==> src/rtl/dac_pair_latch.sv <==
module dac_pair_latch #(
  parameter int NCH    = 3,
  parameter int CODE_W = 12,
  parameter int BYTE_W = 8
) (
  input  logic                    clk,
  input  logic                    rst_n,
  input  logic                    wr_en,
  input  logic                    wr_word,
  input  logic [$clog2(NCH):0]    wr_addr,
  input  logic [2*BYTE_W-1:0]     wr_data,
  input  logic                    sim_mode,
  input  logic                    load,
  output logic [NCH*CODE_W-1:0]   dac_code
);
  localparam int LO_W   = CODE_W - BYTE_W;
  localparam int CH_W   = $clog2(NCH);
  localparam int ADDR_W = CH_W + 1;
  localparam logic [CODE_W-1:0] MID = CODE_W'(1) << (CODE_W - 1);

  logic [CH_W-1:0] wch;
  logic            in_rng;
  logic [NCH*CODE_W-1:0] pend_flat;
  logic [NCH*LO_W-1:0]   lo_flat;

  assign wch    = wr_addr[ADDR_W-1:1];
  assign in_rng = 32'(wch) < NCH;

  for (genvar g = 0; g < NCH; g++) begin : g_ch
    logic [LO_W-1:0]   lo_q;
    logic [CODE_W-1:0] pend_q, dac_q, new_code;
    logic              sel, lo_wr, hi_wr;

    assign sel      = wr_en && in_rng && (wch == CH_W'(g));
    assign lo_wr    = sel && (wr_word || !wr_addr[0]);
    assign hi_wr    = sel && (wr_word ||  wr_addr[0]);
    assign new_code = wr_word ? {wr_data[2*BYTE_W-1:BYTE_W], wr_data[LO_W-1:0]}
                              : {wr_data[BYTE_W-1:0], lo_q};

    always_ff @(posedge clk) begin
      if (!rst_n) begin
        lo_q   <= '0;
        pend_q <= MID;
        dac_q  <= MID;
      end else begin
        if (lo_wr) lo_q <= wr_data[LO_W-1:0];
        if (hi_wr) pend_q <= new_code;
        if (sim_mode) begin
          if (load) dac_q <= pend_q;
        end else if (hi_wr) begin
          dac_q <= new_code;
        end
      end
    end

    assign dac_code[g*CODE_W +: CODE_W] = dac_q;
    assign pend_flat[g*CODE_W +: CODE_W] = pend_q;
    assign lo_flat[g*LO_W +: LO_W] = lo_q;
  end

  p_lowbyte_hold_r2: assert property (@(posedge clk) disable iff (!rst_n)
    (wr_en && !wr_word && !wr_addr[0] && !(sim_mode && load)) |=> $stable(dac_code));

  p_sim_hold_r6: assert property (@(posedge clk) disable iff (!rst_n)
    (sim_mode && !load) |=> $stable(dac_code));

  p_sim_load_r7: assert property (@(posedge clk) disable iff (!rst_n)
    (sim_mode && load) |=> (dac_code == $past(pend_flat)));

  p_out_of_range_r8: assert property (@(posedge clk) disable iff (!rst_n)
    (!in_rng && !(sim_mode && load)) |=>
      ($stable(dac_code) && $stable(pend_flat) && $stable(lo_flat)));

  p_idle_r9: assert property (@(posedge clk) disable iff (!rst_n)
    (!wr_en && !(sim_mode && load)) |=>
      ($stable(dac_code) && $stable(pend_flat) && $stable(lo_flat)));
endmodule

==> config.mk <==
export PLATFORM = sky130hd
export DESIGN_NAME = dac_pair_latch
export DESIGN_NICKNAME = d
export VERILOG_FILES = /design/src/rtl/dac_pair_latch.sv
export SDC_FILE = /design/constraint.sdc
export NUM_CORES = 1
export LEC_CHECK = 0
export ABC_AREA = 0
export CAP_MARGIN = 10
export CORE_UTILIZATION = 25
export DETAILED_ROUTE_END_ITERATION = 8
export DONT_BUFFER_PORTS = 1
export SLEW_MARGIN = 20
export SYNTH_ARGS = -nofsm -noshare
export SYNTH_HDL_FRONTEND = slang
export SYNTH_SLANG_ARGS = --single-unit
==> constraint.sdc <==
create_clock -name clk -period 1.75 [get_ports clk]
set_clock_uncertainty 0.1 [all_clocks]
set_input_delay 0.2625 -clock clk [delete_from_list [all_inputs] [get_ports clk]]
set_output_delay 0.2625 -clock clk [all_outputs]
set_load 0.1 [all_outputs]
==> flow_summary.ini, run 1 <==
[clocking]
clkLatencyLatePin_ns = 0.35
clockRootBuffer = clkbuf_16
cts.sinks = 84
cts_max_level = 3
cts_tree = done
clkTransAtPathRegs_ns = 0.06
clockBufferDepth = 2
cts_made_buffers = 9

[grt]
grt_pass1_vias = 3225
antenna_found_initial = 0
grt_usage = 0.147
grt_pass1_wl_mm = 18.0
grt_overflow = 0
grt_max_degree = 54

[layout]
nFillCells = 1566
drive_above_1_share = 0.237
final_core_util = 0.310
num_antenna_cells = 0
fin_nets = 447
syn_to_final_growth_pct = 20.8

[floorplan]
die_area_um2 = 16200
die-width_um = 127
die_h_um = 127
rows = 45
start_util = 0.257
io_pins = 61
core_area_um2 = 15300

[timing]
drv_slew = 0
setup_viol_count_final = 0
fin_tns_setup_ns = 0
fmax_mhz = 666
tightest_slew_ns = 0.816
fin_crit_ns = 1.50
slew_headroom = 0.454
finalHoldWorstSlack_ns = 0.0105
grt_setup_unrepaired = false
hold_viol_final = 0
timing.final.crit_share = 0.858

[synthesis]
ys_ff_latch = 84
synthArstFlopShare = 0
ys_seq_area_frac = 0.430
yosysUniqueCellTypes = 39
syn_nets = 414
syn_avg_cell_area_um2 = 10.1
postSynthCellCount = 389
ys_warn_count = 0
synth_edf_count = 0
synth-main-ff-cell = dfxtp_1
netlist_area_um2 = 3920

[routing]
via_count = 3233
viasPerCell = 5.08
drtPass1Iterations = 6
drc_errors = 0
drt-initial-drc-count = 307
wl_mm = 11.4
antenna_left = 0
wl_per_cell_um = 17.9

[worst_setup_path]
crit_path_end_kind = flip-flop
worstSetupStartpoint = rst_n
start_kind = input port
cp_max_fo = 19
arrival_ns = 1.68
criticalPathCategory = in2reg
r2r_start = g_ch[0].lo_q[3]$_SDFFE_PN0P_
critPathRequiredTime_ns = 1.93

[power_and_ir_drop]
ir_worst_vdd_mv = 0.595
power_leakage_nw = 1.81
power_density_nw_per_um2 = 1000

[placed_design]
dp_hpwl_mm = 7.91
gp_congestion = 0.769
port_buffers = 0

[worst_hold_path]
hp-class = in2reg
hp-start = rst_n

[flow_run]
maxCapViolCount = 0

[run_status]
status = completed
[cells by family after synthesis]
group                  Yosys count  share of synthesized area
AOI/OAI and AO/OA              158                      0.300
buffers and inverters           40                     0.0630
muxes                           35                      0.100
DFF                             84                      0.430
and+or+nand+nor                 72                      0.108
[per-stage QoR]
step / instances / total power, mW / cell area [um2] / setup WS [ns]
CTS: 637 / 4.78 / 4730 / 0.280
floorplan: 389 / 2.71 / 3920 / 0.307
detailed placement: 617 / 2.86 / 4390 / 0.216
global placement: 617 / 2.85 / 4390 / 0.250
finish: 637 / 4.74 / 4730 / 0.248
global route: 637 / 4.92 / 4730 / 0.220
[routing by layer]
metal | part of all wire | GRT usage | vias to the layer above | routed length, um
met4 | 0.012 | 0.0490 | 0 | 136
met3 | 0.064 | 0.0490 | 10 | 732
met5 | 0 | 0 | - | 0
li1 | - | - | 1537 | -
met1 | 0.46 | 0.189 | 1588 | 5310
met2 | 0.46 | 0.229 | 98 | 5250
[cell usage in the layout (no fill, tap or decap), drive strengths merged]
| cell type | netlist | routed |
|---|---|---|
| nor2b | 9 | 9 |
| a211oi | 29 | 29 |
| nand2 | 6 | 6 |
| o21ba | 1 | 1 |
| inv | 1 | 2 |
| nand3b | 2 | 2 |
| a21oi | 44 | 44 |
| o21ai | 15 | 15 |
| nor2 | 4 | 4 |
| a21o | 7 | 7 |
| o211ai | 10 | 10 |
| nor3b | 1 | 1 |
| a211o | 1 | 1 |
| a21bo | 1 | 1 |
| mux2 | 12 | 12 |
| and2 | 8 | 8 |
| o2bb2ai | 21 | 21 |
| dlygate4sd3 | 0 | 5 |
| nand3 | 25 | 25 |
| a22oi | 21 | 21 |
| buf | 26 | 55 |
| o21bai | 1 | 1 |
| dfxtp | 84 | 84 |
| and3b | 2 | 2 |
| clkinv | 1 | 4 |
| bufinv | 0 | 1 |
| clkinvlp | 0 | 1 |
| nor3 | 8 | 8 |
| nand2b | 5 | 5 |
| mux2i | 23 | 23 |
| or3b | 1 | 1 |
| clkbuf | 12 | 9 |
| or2 | 1 | 1 |
| o211a | 7 | 7 |
[cells in the mapped netlist (3+ instances only)]
cell type  count  share of area
a22oi_1       21          0.040
a21o_1         7          0.013
o2bb2ai_1     21          0.047
a211oi_1      21          0.040
buf_4          6          0.012
a21oi_4        3          0.012
nand2_1        6         0.0058
dfxtp_1       84           0.43
nand3_1       25          0.032
buf_2         11          0.014
and2_1         8          0.013
mux2_4         7          0.027
buf_6          8          0.023
mux2_2         5          0.014
mux2i_1       23          0.059
nand2b_1       5         0.0080
nor3_1         8          0.010
clkbuf_1      12          0.012
o211ai_1      10          0.019
a211oi_2       8          0.026
a21oi_2        3         0.0067
o21ai_0       15          0.019
nor2b_1        9          0.014
a21oi_1       38          0.049
o211a_1        7          0.018
[area by class of cell]
class,count,area [um2],share of cell area
clock buffers,9,225,0.0476
inverters,2,7.51,0.00159
multi-input cells,265,1990,0.420
well taps,211,264,0.0558
repair buffers,60,500,0.106
clock inverters,6,65.1,0.0138
flip-flops and latches,84,1680,0.355
[critical path, cell delays in order]
cell	delay, ns
dlygate4sd3_1	1.07
o211ai_1	0.18
mux2i_1	0.16
[flip-flops by register name, summed over array words and instances (netlist names)]
register     count
g_ch.dac_q      36
g_ch.lo_q       12
g_ch.pend_q     36
[power breakdown]
group / switching [mW] / internal (mW)
Sequential: 0.0445 / 1.99
Clock: 0.798 / 1.10
Combinational: 0.558 / 0.246
[timing repair]
action	in CTS	in global routing
resized for setup	0	0
endpoints found under the hold margin	30	0
setup buffers	0	0
endpoints found under the setup margin	0	0
hold buffers	5	0
[final timing paths]
| path | endpoint | slack (ns) | depth (start not counted) |
|---|---|---|---|
| max | g_ch[1].dac_q[0]$_SDFFE_PN0P_ | 0.25 | 3 |
| min | g_ch[1].dac_q[3]$_SDFFE_PN0P_ | 0.01 | 2 |
| max reg2reg | g_ch[0].dac_q[3]$_SDFFE_PN0P_ | 0.60 | 3 |
| min reg2reg | g_ch[2].dac_q[4]$_SDFFE_PN0P_ | 0.36 | 1 |
Power figures use the tool's default switching activity.
==> inputs of run 2 (changes only) <==
--- a/config.mk
+++ b/config.mk
@@ -7,9 +7,12 @@
 export LEC_CHECK = 0
 export ABC_AREA = 0
 export CAP_MARGIN = 10
+export CELL_PAD_IN_SITES_DETAIL_PLACEMENT = 0
+export CELL_PAD_IN_SITES_GLOBAL_PLACEMENT = 1
 export CORE_UTILIZATION = 25
 export DETAILED_ROUTE_END_ITERATION = 8
 export DONT_BUFFER_PORTS = 1
+export PLACE_DENSITY_LB_ADDON = 0.1
 export SLEW_MARGIN = 20
 export SYNTH_ARGS = -nofsm -noshare
 export SYNTH_HDL_FRONTEND = slang
==> constraint.sdc (replaced) <==
create_clock -name clk -period 1.8 [get_ports clk]
set_clock_uncertainty 0.1 [all_clocks]
set_input_delay 0 -clock clk [delete_from_list [all_inputs] [get_ports clk]]
set_output_delay 0 -clock clk [all_outputs]
set_load 0.1 [all_outputs]
==> flow_summary.ini, run 2 (synthesis results as in run 1) <==
[worst_setup_path]
cp_num_cells = 5
critical_path.cell_chain = dlygate4sd3_1 > mux2_2 > dlygate4sd3_1 > o211ai_1 > mux2i_1
reg2reg_depth = 4
slowest_delay_ns = 0.66
critPathRequiredTime_ns = 1.92
crit_path_end_kind = flip-flop
cp_max_fo = 6
arrival_ns = 1.88
criticalPathCategory = in2reg
cp.buffers_inverters = 2
cp_common_cell = dlygate4sd3_1
cp_top_family = buffers and inverters
critPathSlowestCell = dlygate4sd3_1
start_kind = input port

[floorplan]
core_area_um2 = 15300
die_h_um = 127
die-width_um = 127
die_area_um2 = 16200
rows = 45
io_pins = 61
start_util = 0.257

[clocking]
clockBufferDepth = 2
cts.sinks = 84
clockRootBuffer = clkbuf_16
cts_max_level = 3
clkTransAtPathRegs_ns = 0.06
cts_tree = done
cts_made_buffers = 9
clkLatencyLatePin_ns = 0.34

[routing]
viasPerCell = 4.93
drt-initial-drc-count = 173
wl_mm = 13.4
wl_per_cell_um = 19.6
drc_errors = 0
antenna_left = 0
via_count = 3365
drtPass1Iterations = 4

[timing]
fmax_mhz = 571
slew_headroom = 0.554
fin_tns_setup_ns = 0
timing.final.crit_share = 0.973
hold_viol_final = 1
fin_crit_ns = 1.75
setup_viol_count_final = 0
drv_slew = 0
finalHoldWorstSlack_ns = -0.00901
grt_setup_unrepaired = false
tightest_slew_ns = 0.668

[grt]
use_met3 = 0.0436
grt_pass1_wl_mm = 20.8
grt_overflow = 0
grt-busiest-layer = met2
antenna_found_initial = 0
grt_usage = 0.173
grt_pass1_vias = 3470
grt_use_met2 = 0.293
grt_max_degree = 54
use_met1 = 0.220

[power_and_ir_drop]
power_density_nw_per_um2 = 963
power_leakage_nw = 2.02
ir_worst_vdd_mv = 0.513

[run_status]
status = finished, violations left
violations = negative hold slack

[placed_design]
dp_hpwl_mm = 8.50
gp_congestion = 0.751
port_buffers = 0

[layout]
multi_input_area_um2 = 1990
regArea_um2 = 1680
reg_top3 = g_ch.dac_q (36), g_ch.pend_q (36), g_ch.lo_q (12)
nFillCells = 1558
num_antenna_cells = 0
final_core_util = 0.342
layout_common_cells = 84 x dfxtp_1, 53 x buf_4, 47 x dlygate4sd3_1
drive_above_1_share = 0.214
syn_to_final_growth_pct = 33.3
fin_nets = 492
final_common_cell = dfxtp_1

[flow_run]
maxCapViolCount = 0

[worst_hold_path]
hp-class = in2reg
whs_path_depth = 2
-- run 2: path summary, 6_finish.rpt --
kind	slack, ns	endpoint	from
worst min-delay path	-0.009	g_ch[0].pend_q[5]$_SDFFE_PN0P_	wr_data[1]
worst min register to register	0.36	g_ch[0].dac_q[0]$_SDFFE_PN0P_	g_ch[0].dac_q[0]$_SDFFE_PN0P_
worst max-delay path	0.05	g_ch[1].dac_q[1]$_SDFFE_PN0P_	wr_data[1]
worst max register to register	0.11	g_ch[1].dac_q[1]$_SDFFE_PN0P_	g_ch[1].lo_q[1]$_SDFFE_PN0P_
-- run 2: metrics by stage --
step	instance area (um2)	power (mW)	setup WS, ns	std cells
2_1_floorplan	3920	2.63	0.366	389
3_3_place_gp	4340	2.79	0.459	615
3_5_place_dp	4340	2.78	0.469	615
4_1_cts	5210	5.09	0.0368	683
5_1_grt	5220	5.23	0.0237	683
6_report	5220	5.03	0.0482	683
-- run 2: cell type report --
class	count	share of cell area
Multi-Input combinational cell	265	0.381
Sequential cell	84	0.322
Timing Repair Buffer	105	0.180
Tap cell	211	0.0506
Clock buffer	9	0.0432
Clock inverter	7	0.0221
Inverter	2	0.00144
-- run 2: what timing repair did --
item / CTS / global route
setup endpoints to repair: 0 / 10
hold buffers: 52 / 0
setup buffers: 0 / 0
endpoints found under the hold margin: 72 / 0
gates resized for setup: 0 / 4
-- run 2: per-layer routing --
| layer | share of wire | up-vias |
|---|---|---|
| li1 | - | 1627 |
| met1 | 0.46 | 1644 |
| met2 | 0.48 | 86 |
| met3 | 0.047 | 8 |
| met4 | 0.0092 | 0 |
| met5 | 0 | - |
-- run 2: power breakdown --
group          internal [mW]  switching, mW
clock                   1.35          0.802
sequential              1.94         0.0413
combinational          0.305          0.587
==> inputs of run 3 (changes only) <==
--- a/config.mk
+++ b/config.mk
@@ -13,6 +13,7 @@
 export DETAILED_ROUTE_END_ITERATION = 8
 export DONT_BUFFER_PORTS = 1
 export PLACE_DENSITY_LB_ADDON = 0.1
+export RECOVER_POWER = 25
 export SLEW_MARGIN = 20
 export SYNTH_ARGS = -nofsm -noshare
 export SYNTH_HDL_FRONTEND = slang
==> flow_summary.ini, run 3 (synthesis results as in run 1) <==
[floorplan]
core_area_um2 = 15300
start_util = 0.257
rows = 45
die_area_um2 = 16200
io_pins = 61
die_h_um = 127
die-width_um = 127

[worst_setup_path]
worstSetupStartpoint = wr_data[1]
start_kind = input port
crit_path_end_kind = flip-flop
rrSetupSlack_ns = 0.11
r2r_start = g_ch[1].lo_q[1]$_SDFFE_PN0P_
critPathRequiredTime_ns = 1.92
r2r_end = g_ch[1].dac_q[1]$_SDFFE_PN0P_
criticalPathCategory = in2reg
cp_max_fo = 6
arrival_ns = 1.88
reg2reg_depth = 4

[clocking]
cts.sinks = 84
clkTransAtPathRegs_ns = 0.06
clockBufferDepth = 2
cts_tree = done
clkLatencyLatePin_ns = 0.34
cts_max_level = 3
cts_made_buffers = 9
clockRootBuffer = clkbuf_16

[timing]
fin_tns_setup_ns = 0
hold_viol_final = 1
slew_headroom = 0.555
drv_slew = 0
tightest_slew_ns = 0.668
finalHoldWorstSlack_ns = -0.00675
fmax_mhz = 570
grt_setup_unrepaired = false
setup_viol_count_final = 0
fin_crit_ns = 1.75
timing.final.crit_share = 0.974

[worst_hold_path]
hp-class = in2reg
worstHoldEndpoint = g_ch[0].pend_q[5]$_SDFFE_PN0P_
whs_path_depth = 2
hp-start = wr_data[1]

[routing]
viasPerCell = 4.92
wl_mm = 13.4
drc_errors = 0
drt-initial-drc-count = 179
via_count = 3360
drtPass1Iterations = 4
wl_per_cell_um = 19.6
antenna_left = 0

[grt]
grt_overflow = 0
grt_pass1_vias = 3470
grt_usage = 0.173
antenna_found_initial = 0
grt_max_degree = 54
grt_pass1_wl_mm = 20.8

[run_status]
status = finished, violations left
violations = negative hold slack

[placed_design]
port_buffers = 0
dp_hpwl_mm = 8.50
dp_cells = 615
gp_congestion = 0.751

[layout]
stdcell_count = 683
final_common_cell = dfxtp_1
layout_common_cells = 84 x dfxtp_1, 47 x dlygate4sd3_1, 38 x a21oi_1
drive_above_1_share = 0.210
num_antenna_cells = 0
reg_top3 = g_ch.dac_q (36), g_ch.pend_q (36), g_ch.lo_q (12)
fin_nets = 492
syn_to_final_growth_pct = 31.2

[power_and_ir_drop]
power_density_nw_per_um2 = 974
ir_worst_vdd_mv = 0.513
power_leakage_nw = 1.99

[flow_run]
maxCapViolCount = 0
[run 3: changes by cell type in the layout (fill, tap and decap cells not counted), sizes merged]
cell,delta
clkdlybuf4s25,+1
buf,-28
dlymetal6s4s,-1
clkbuf,+28
[run 3: worst max path at each step]
stage / slack (ns) / to / depth (start not counted)
finish: 0.05 / g_ch[1].dac_q[1]$_SDFFE_PN0P_ / 5
CTS: 0.04 / g_ch[1].dac_q[6]$_SDFFE_PN0P_ / 6
global placement: 0.46 / g_ch[2].dac_q[10]$_SDFFE_PN0P_ / 4
detailed placement: 0.47 / g_ch[2].dac_q[7]$_SDFFE_PN0P_ / 4
floorplan: 0.37 / g_ch[0].dac_q[1]$_SDFFE_PN0P_ / 2
global route: 0.02 / g_ch[1].dac_q[1]$_SDFFE_PN0P_ / 5
[run 3: critical path: stages]
cell,delay [ns]
dlygate4sd3_1,0.66
mux2_2,0.30
dlygate4sd3_1,0.58
o211ai_1,0.23
mux2i_1,0.11
[run 3: layout make-up]
type | count | area, um2
Timing Repair Buffer | 105 | 865
Tap cell | 211 | 264
Fill cell | 1574 | 10100
Sequential cell | 84 | 1680
Inverter | 2 | 7.51
Clock buffer | 9 | 225
Multi-Input combinational cell | 265 | 1980
Clock inverter | 7 | 115
[run 3: stage by stage]
stage               utilization  power (mW)  setup WS, ns  instance area (um2)
detailed placement        0.284        2.78         0.469                 4340
CTS                       0.341        5.09        0.0368                 5210
global route              0.337        5.22        0.0237                 5140
global placement          0.284        2.79         0.459                 4340
floorplan                     -        2.63         0.366                 3920
finish                    0.337        5.00        0.0462                 5140
[run 3: layer usage]
layer | global-route usage | wire, um | vias to the layer above | part of all wire
met5 | 0 | 0 | - | 0
met4 | 0.0399 | 125 | 0 | 0.0093
met3 | 0.0436 | 584 | 8 | 0.044
met2 | 0.293 | 6460 | 84 | 0.48
met1 | 0.220 | 6210 | 1639 | 0.46
li1 | - | - | 1629 | -
[run 3: repair_timing]
action / 4_1_cts / 5_1_grt
resized for setup: 0 / 4
setup buffers: 0 / 0
endpoints found under the setup margin: 0 / 10
endpoints found under the hold margin: 72 / 0
hold buffers: 52 / 0
[run 3: report_power, final]
group          switching, mW  internal [mW]  total, mW  leakage, nW
combinational          0.587          0.288      0.875         1.14
clock                  0.798           1.35       2.15        0.161
sequential            0.0407           1.94       1.98        0.684
